**config.mk**
```make
export PLATFORM = sky130hd
export DESIGN_NAME = sbe_switch
export DESIGN_NICKNAME = d
export VERILOG_FILES = /design/src/rtl/sbe_pkg.sv /design/src/rtl/sbe_fifo.sv /design/src/rtl/sbe_arb.sv /design/src/rtl/sbe_switch.sv
export SDC_FILE = /design/constraint.sdc
export NUM_CORES = 1
export LEC_CHECK = 0
export ABC_AREA = 1
export BUFFER_PORTS_ARGS = -buffer_cell sky130_fd_sc_hd__buf_2
export CAP_MARGIN = 20
export CORE_MARGIN = 5
export CORE_UTILIZATION = 58
export CTS_CLUSTER_DIAMETER = 120
export DETAILED_ROUTE_END_ITERATION = 8
export GPL_TIMING_DRIVEN = 0
export PLACE_DENSITY = 0.8
export SLEW_MARGIN = 15
export SYNTH_ARGS = -nofsm -noshare
export SYNTH_HDL_FRONTEND = slang
export SYNTH_SLANG_ARGS = --single-unit
```
**constraint.sdc**
```tcl
create_clock -name clk -period 3.35 [get_ports clk]
set_input_delay 0.335 -clock clk [delete_from_list [all_inputs] [get_ports clk]]
set_output_delay 0.335 -clock clk [all_outputs]
set_load 0.1 [all_outputs]
```
**src/rtl/sbe_pkg.sv**
```systemverilog
package sbe_pkg;
  localparam int unsigned N_PORTS = 2;
  typedef enum logic {
    XFER_HOLD    = 1'b0,
    XFER_DISCARD = 1'b1
  } xfer_mode_e;
endpackage

```
**src/rtl/sbe_fifo.sv**
```systemverilog
module sbe_fifo #(
  parameter int unsigned W     = 8,
  parameter int unsigned DEPTH = 4
) (
  input  logic         clk,
  input  logic         rst,
  input  logic         wr_en,
  input  logic [W-1:0] wr_data,
  input  logic         rd_en,
  output logic [W-1:0] rd_data,
  output logic         not_empty,
  output logic         has_room,
  output logic         dropped
);
  localparam int unsigned AW = (DEPTH > 1) ? $clog2(DEPTH) : 1;
  localparam int unsigned CW = $clog2(DEPTH + 1);
  localparam logic [CW-1:0] FULL_CNT = CW'(DEPTH);
  localparam logic [AW-1:0] LAST_IDX = AW'(DEPTH - 1);

  logic [W-1:0]  mem [DEPTH];
  logic [AW-1:0] wp, rp;
  logic [CW-1:0] cnt;
  logic          push, pop;

  assign has_room  = (cnt != FULL_CNT);
  assign not_empty = (cnt != '0);
  assign push      = wr_en && has_room;
  assign pop       = rd_en && not_empty;
  assign dropped   = wr_en && !has_room;
  assign rd_data   = mem[rp];

  always_ff @(posedge clk) begin
    if (push) mem[wp] <= wr_data;
  end

  always_ff @(posedge clk) begin
    if (rst) begin
      wp  <= '0;
      rp  <= '0;
      cnt <= '0;
    end else begin
      if (push) wp <= (wp == LAST_IDX) ? '0 : wp + 1'b1;
      if (pop)  rp <= (rp == LAST_IDX) ? '0 : rp + 1'b1;
      cnt <= cnt + CW'(push) - CW'(pop);
    end
  end

  p_no_overflow_r3: assert property (@(posedge clk) disable iff (rst)
    cnt <= FULL_CNT);
  p_no_underflow_r3: assert property (@(posedge clk) disable iff (rst)
    rd_en |-> not_empty);
  p_full_sticks_r4: assert property (@(posedge clk) disable iff (rst)
    (!has_room && !rd_en) |=> !has_room);
endmodule

```
**src/rtl/sbe_arb.sv**
```systemverilog
module sbe_arb
  import sbe_pkg::*;
(
  input  logic               clk,
  input  logic               rst,
  input  logic               discard_mode,
  input  logic [N_PORTS-1:0] req_v,
  input  logic [N_PORTS-1:0] req_dst,
  input  logic [N_PORTS-1:0] ds_room,
  output logic [N_PORTS-1:0] pop,
  output logic [N_PORTS-1:0] go,
  output logic [N_PORTS-1:0] win,
  output logic               held
);
  logic rr;
  logic [N_PORTS-1:0] r0, r1, clash, any;

  for (genvar o = 0; o < N_PORTS; o++) begin : g_out
    assign r0[o]    = req_v[0] && (req_dst[0] == o[0]);
    assign r1[o]    = req_v[1] && (req_dst[1] == o[0]);
    assign clash[o] = r0[o] && r1[o];
    assign any[o]   = r0[o] || r1[o];
    assign win[o]   = clash[o] ? rr : r1[o];
    assign go[o]    = any[o] && (discard_mode || ds_room[o]);
  end

  assign pop[0] = go[req_dst[0]] && req_v[0] && (win[req_dst[0]] == 1'b0);
  assign pop[1] = go[req_dst[1]] && req_v[1] && (win[req_dst[1]] == 1'b1);
  assign held   = !discard_mode && |(any & ~ds_room);

  always_ff @(posedge clk) begin
    if (rst) begin
      rr <= 1'b0;
    end else begin
      for (int o = 0; o < N_PORTS; o++)
        if (clash[o] && go[o]) rr <= ~win[o];
    end
  end

  for (genvar o = 0; o < N_PORTS; o++) begin : g_chk
    p_rr_moves_r7: assert property (@(posedge clk) disable iff (rst)
      (clash[o] && go[o]) |=> (rr != $past(rr)));
  end
  p_one_pop_per_outlet_r5: assert property (@(posedge clk) disable iff (rst)
    (pop == 2'b11) |-> (req_dst[0] != req_dst[1]));
endmodule

```
**src/rtl/sbe_switch.sv**
```systemverilog
module sbe_switch
  import sbe_pkg::*;
#(
  parameter int unsigned CELL_W    = 8,
  parameter int unsigned DEPTH     = 4,
  parameter int unsigned STAGE_BIT = 0,
  parameter int unsigned CNT_W     = 16
) (
  input  logic              clk,
  input  logic              rst,
  input  logic              mode_discard,
  input  logic [1:0]        in_valid,
  input  logic [CELL_W-1:0] in_cell0,
  input  logic [CELL_W-1:0] in_cell1,
  output logic [1:0]        up_ready,
  input  logic [1:0]        ds_ready,
  output logic [1:0]        out_valid,
  output logic [CELL_W-1:0] out_cell0,
  output logic [CELL_W-1:0] out_cell1,
  output logic [CNT_W-1:0]  drop_count,
  output logic [CNT_W-1:0]  held_count
);
  logic [CELL_W-1:0]  wr_cell [N_PORTS];
  logic [CELL_W-1:0]  head    [N_PORTS];
  logic [N_PORTS-1:0] hv, hdst, pop, go, win, dropped;
  logic               held;

  assign wr_cell[0] = in_cell0;
  assign wr_cell[1] = in_cell1;

  for (genvar i = 0; i < N_PORTS; i++) begin : g_q
    sbe_fifo #(.W(CELL_W), .DEPTH(DEPTH)) u_q (
      .clk(clk), .rst(rst),
      .wr_en(in_valid[i]), .wr_data(wr_cell[i]),
      .rd_en(pop[i]), .rd_data(head[i]),
      .not_empty(hv[i]), .has_room(up_ready[i]),
      .dropped(dropped[i])
    );
    assign hdst[i] = head[i][STAGE_BIT];
  end

  sbe_arb u_arb (
    .clk(clk), .rst(rst),
    .discard_mode(mode_discard == XFER_DISCARD),
    .req_v(hv), .req_dst(hdst), .ds_room(ds_ready),
    .pop(pop), .go(go), .win(win), .held(held)
  );

  always_ff @(posedge clk) begin
    if (rst) begin
      out_valid  <= '0;
      out_cell0  <= '0;
      out_cell1  <= '0;
      drop_count <= '0;
      held_count <= '0;
    end else begin
      out_valid  <= go;
      if (go[0]) out_cell0 <= head[win[0]];
      if (go[1]) out_cell1 <= head[win[1]];
      drop_count <= drop_count + CNT_W'(dropped[0]) + CNT_W'(dropped[1]);
      if (held) held_count <= held_count + 1'b1;
    end
  end

  for (genvar o = 0; o < N_PORTS; o++) begin : g_bp
    p_bp_gate_r5: assert property (@(posedge clk) disable iff (rst)
      ($past(!mode_discard) && !$past(ds_ready[o])) |-> !out_valid[o]);
  end
  p_drop_count_r9: assert property (@(posedge clk) disable iff (rst)
    (in_valid == 2'b01 && !up_ready[0]) |=> (drop_count == $past(drop_count) + 1'b1));
  p_ready_after_reset_r1: assert property (@(posedge clk)
    $past(rst) |-> (up_ready == 2'b11 && out_valid == 2'b00));
endmodule

```
==> reports/qor.txt <==
status -> completed
CP max-delay cell -> fa_1
half-perimeter wire length after placement -> 9332 µm
crit-path max cell delay -> 0.38 ns
Synth Net Count -> 736
Num CTS Buffers -> 17
CTS tree -> built
vias in the first global route -> 4,795
CTS max path bufs -> 2
first drt pass iteration count -> 6
pwr dens -> 912.1 nW/µm²
Die H -> 112.9 µm
grt total ovfl -> 0
CTS sink cnt -> 133
Final Setup Violations -> 0
DRC violations left -> 0
Tot GR Track Use -> 0.2159
Yosys warnings -> 0
row cnt -> 37
Leakage -> 3.121 nW
Cells after Synth -> 694
fin nets -> 828
Fillers -> 747
FF+latch count, synth -> 133
pin count of the biggest net entering global routing -> 17
cell taking the most area after synthesis -> edfxtp_1
die area -> 12,740 µm²
CP arrival -> 3.24 ns
Resized Gates After CTS -> 0
Hold Crit Class -> in -> reg
initial cell density of the core -> 0.5944
Worst-Skew Late Latency -> 0.53 ns
hold buffers post-CTS -> 0
wire per inst -> 14.22 µm
most common cell after layout, fill and taps aside -> nand2_1
drt first-iter violations -> 310
Worst Skew -> 0.006921 ns
Clock Pin Slew Worst Setup and Hold Paths -> 0.06 ns
Root Driver -> clkbuf_8
CORE AREA -> 10,320 µm²
Die X-Extent -> 112.9 µm
Avg Vias per Cell -> 5.247
RSZ-0062 raised after global routing -> false
Synth top area share -> 0.3132
GPL Wtd Cong -> 0.8564
layout cells sized above 1 -> 0.2018
minimum clock period -> 2.780 ns
first-pass GRT wire length -> 21,980 µm
Final Cycle Share -> 0.8298
CP Buf/Inv Count -> 6
syn_area_per_cell -> 8.841 µm²
Startpoint Class -> register
placed insts -> 903
crit-path leading delay family -> simple AND/OR/NAND/NOR gates
synthesis-to-layout area growth -> 18.01%
H-tree Lvls -> 4
Post-Route WL -> 13,280 µm
crit path cell chain -> buf_2 -> inv_2 -> nand3_1 -> nand2_1 -> nor2_2 -> nand2_2 -> nand2_1 -> nand2_1 -> inv_2 -> ha_1 -> inv_1 -> ha_1 -> inv_1 -> fa_1 -> inv_1 -> o21ai_0 -> a21oi_1
Critical Path RT -> 3.81 ns
io pins -> 75
initial antenna violation count -> 0
Final Hold Vio Count -> 0
count of cell types in the netlist -> 39
VDD IR-drop max -> 0.0005416 V
slew margin rel. -> 0.4751
CP max FO -> 10
fmax -> 359.7 MHz
Post-Route Setup TNS -> 0 ns
most frequent cells in the layout -> nand2_1, nor2_1, inv_1
Final Non-Filler Cells -> 934
ANT cells -> 0
max-slew violation count -> 0
top cells by area, synth -> edfxtp_1, dfxtp_1, nand2_1
Post-CTS Setup Inserts -> 0
Worst Setup End Kind -> register
Cell Area, Synth -> 6136 µm²
ANT nets after route -> 0
Port Buf Inserts -> 73
max-cap violations -> 0
critical setup path kind -> reg -> reg
vias -> 4,901
post-synthesis sequential area ratio -> 0.5383
Worst Max-Slew Pin Slew -> 0.7845 ns
cells by family (layout without fill, tap and decap cells):
| group | Yosys count | in the layout | synth area share |
|---|---|---|---|
| AND/OR/NAND/NOR | 341 | 341 | 0.2465 |
| flip-flops | 133 | 133 | 0.5383 |
| buffers and inverters | 107 | 211 | 0.07667 |
| AO/OA/AOI/OAI | 80 | 80 | 0.07606 |
| adder cells (fa/ha/maj) | 19 | 19 | 0.04241 |
| XOR/XNOR | 14 | 14 | 0.01998 |
metrics by stage:
stage / cell area, µm² / hold slack (ns) / setup slack [ns] / power, mW / util
2_1_floorplan: 6136 / 0.4339 / 0.5147 / 4.309 / -
3_3_place_gp: 6671 / 0.4658 / 0.7078 / 4.746 / 0.6462
6_report: 7241 / 0.02367 / 0.5702 / 6.605 / 0.7014
4_1_cts: 7241 / 0.008883 / 0.5986 / 6.629 / 0.7014
3_5_place_dp: 6671 / 0.4732 / 0.6338 / 4.856 / 0.6462
5_1_grt: 7241 / 0.0007682 / 0.3349 / 7.017 / 0.7014
state kept, by name, summed over array words and instances, names as in the netlist, named ones only:
| register | flops |
|---|---|
| g_q.u_q.rp | 4 |
| drop_count | 16 |
| out_cell0 | 8 |
| held_count | 16 |
| g_q.u_q.wp | 4 |
| g_q.u_q.mem | 64 |
| g_q.u_q.cnt | 6 |
| out_cell1 | 8 |
| u_arb.rr | 1 |
| out_valid | 2 |
report_power, final:
part           internal [mW]  switching (mW)
sequential              1.97           0.135
clock                   1.06           0.696
combinational          0.733            2.01
final timing paths:
path / slack [ns] / depth (start not counted) / to / startpoint
worst max register to register: 0.57 / 17 / g_q[1].u_q.cnt[2]$_SDFF_PP0_ / register
worst max-delay path: 0.57 / 17 / g_q[1].u_q.cnt[2]$_SDFF_PP0_ / register
worst min register to register: 0.48 / 2 / out_cell0[0]$_SDFFE_PP0N_ / out_cell0[0]$_SDFFE_PP0N_
worst min-delay path: 0.02 / 1 / g_q[0].u_q.mem[0][6]$_DFFE_PP_ / in_cell0[6]
cell usage after synthesis (all sizes together):
master / instances
xnor2: 7
dfxtp: 69
o21a: 1
nor2: 119
o21ai: 38
nor3: 13
nand2: 147
buf: 10
clkbuf: 10
ha: 16
nor4: 1
inv: 87
nand4: 10
a21oi: 26
nand3: 45
nand3b: 3
o22ai: 12
or2: 3
a211oi: 2
o211ai: 1
xor2: 7
edfxtp: 64
fa: 3
per-layer routing:
metal,part of all wire,wire length [µm],vias to the layer above,track usage
li1,-,-,2444,-
met1,0.41,5499,2291,0.2481
met2,0.51,6741,144,0.3748
met3,0.061,812,22,0.06952
met4,0.017,225,0,0.08253
met5,0,0,-,0
cell type report:
type / instances / area, µm² / area share
repair buffers: 73 / 365.4 / 0.05046
flip-flops and latches: 133 / 3303 / 0.4562
multi-input cells: 454 / 2362 / 0.3262
clock buffers: 17 / 414.1 / 0.05720
clock inverters: 14 / 155.1 / 0.02143
well taps: 136 / 170.2 / 0.02350
plain buffers: 20 / 133.9 / 0.01849
inverters: 87 / 336.6 / 0.04648
Note: power is estimated with default switching activity, not from simulation.
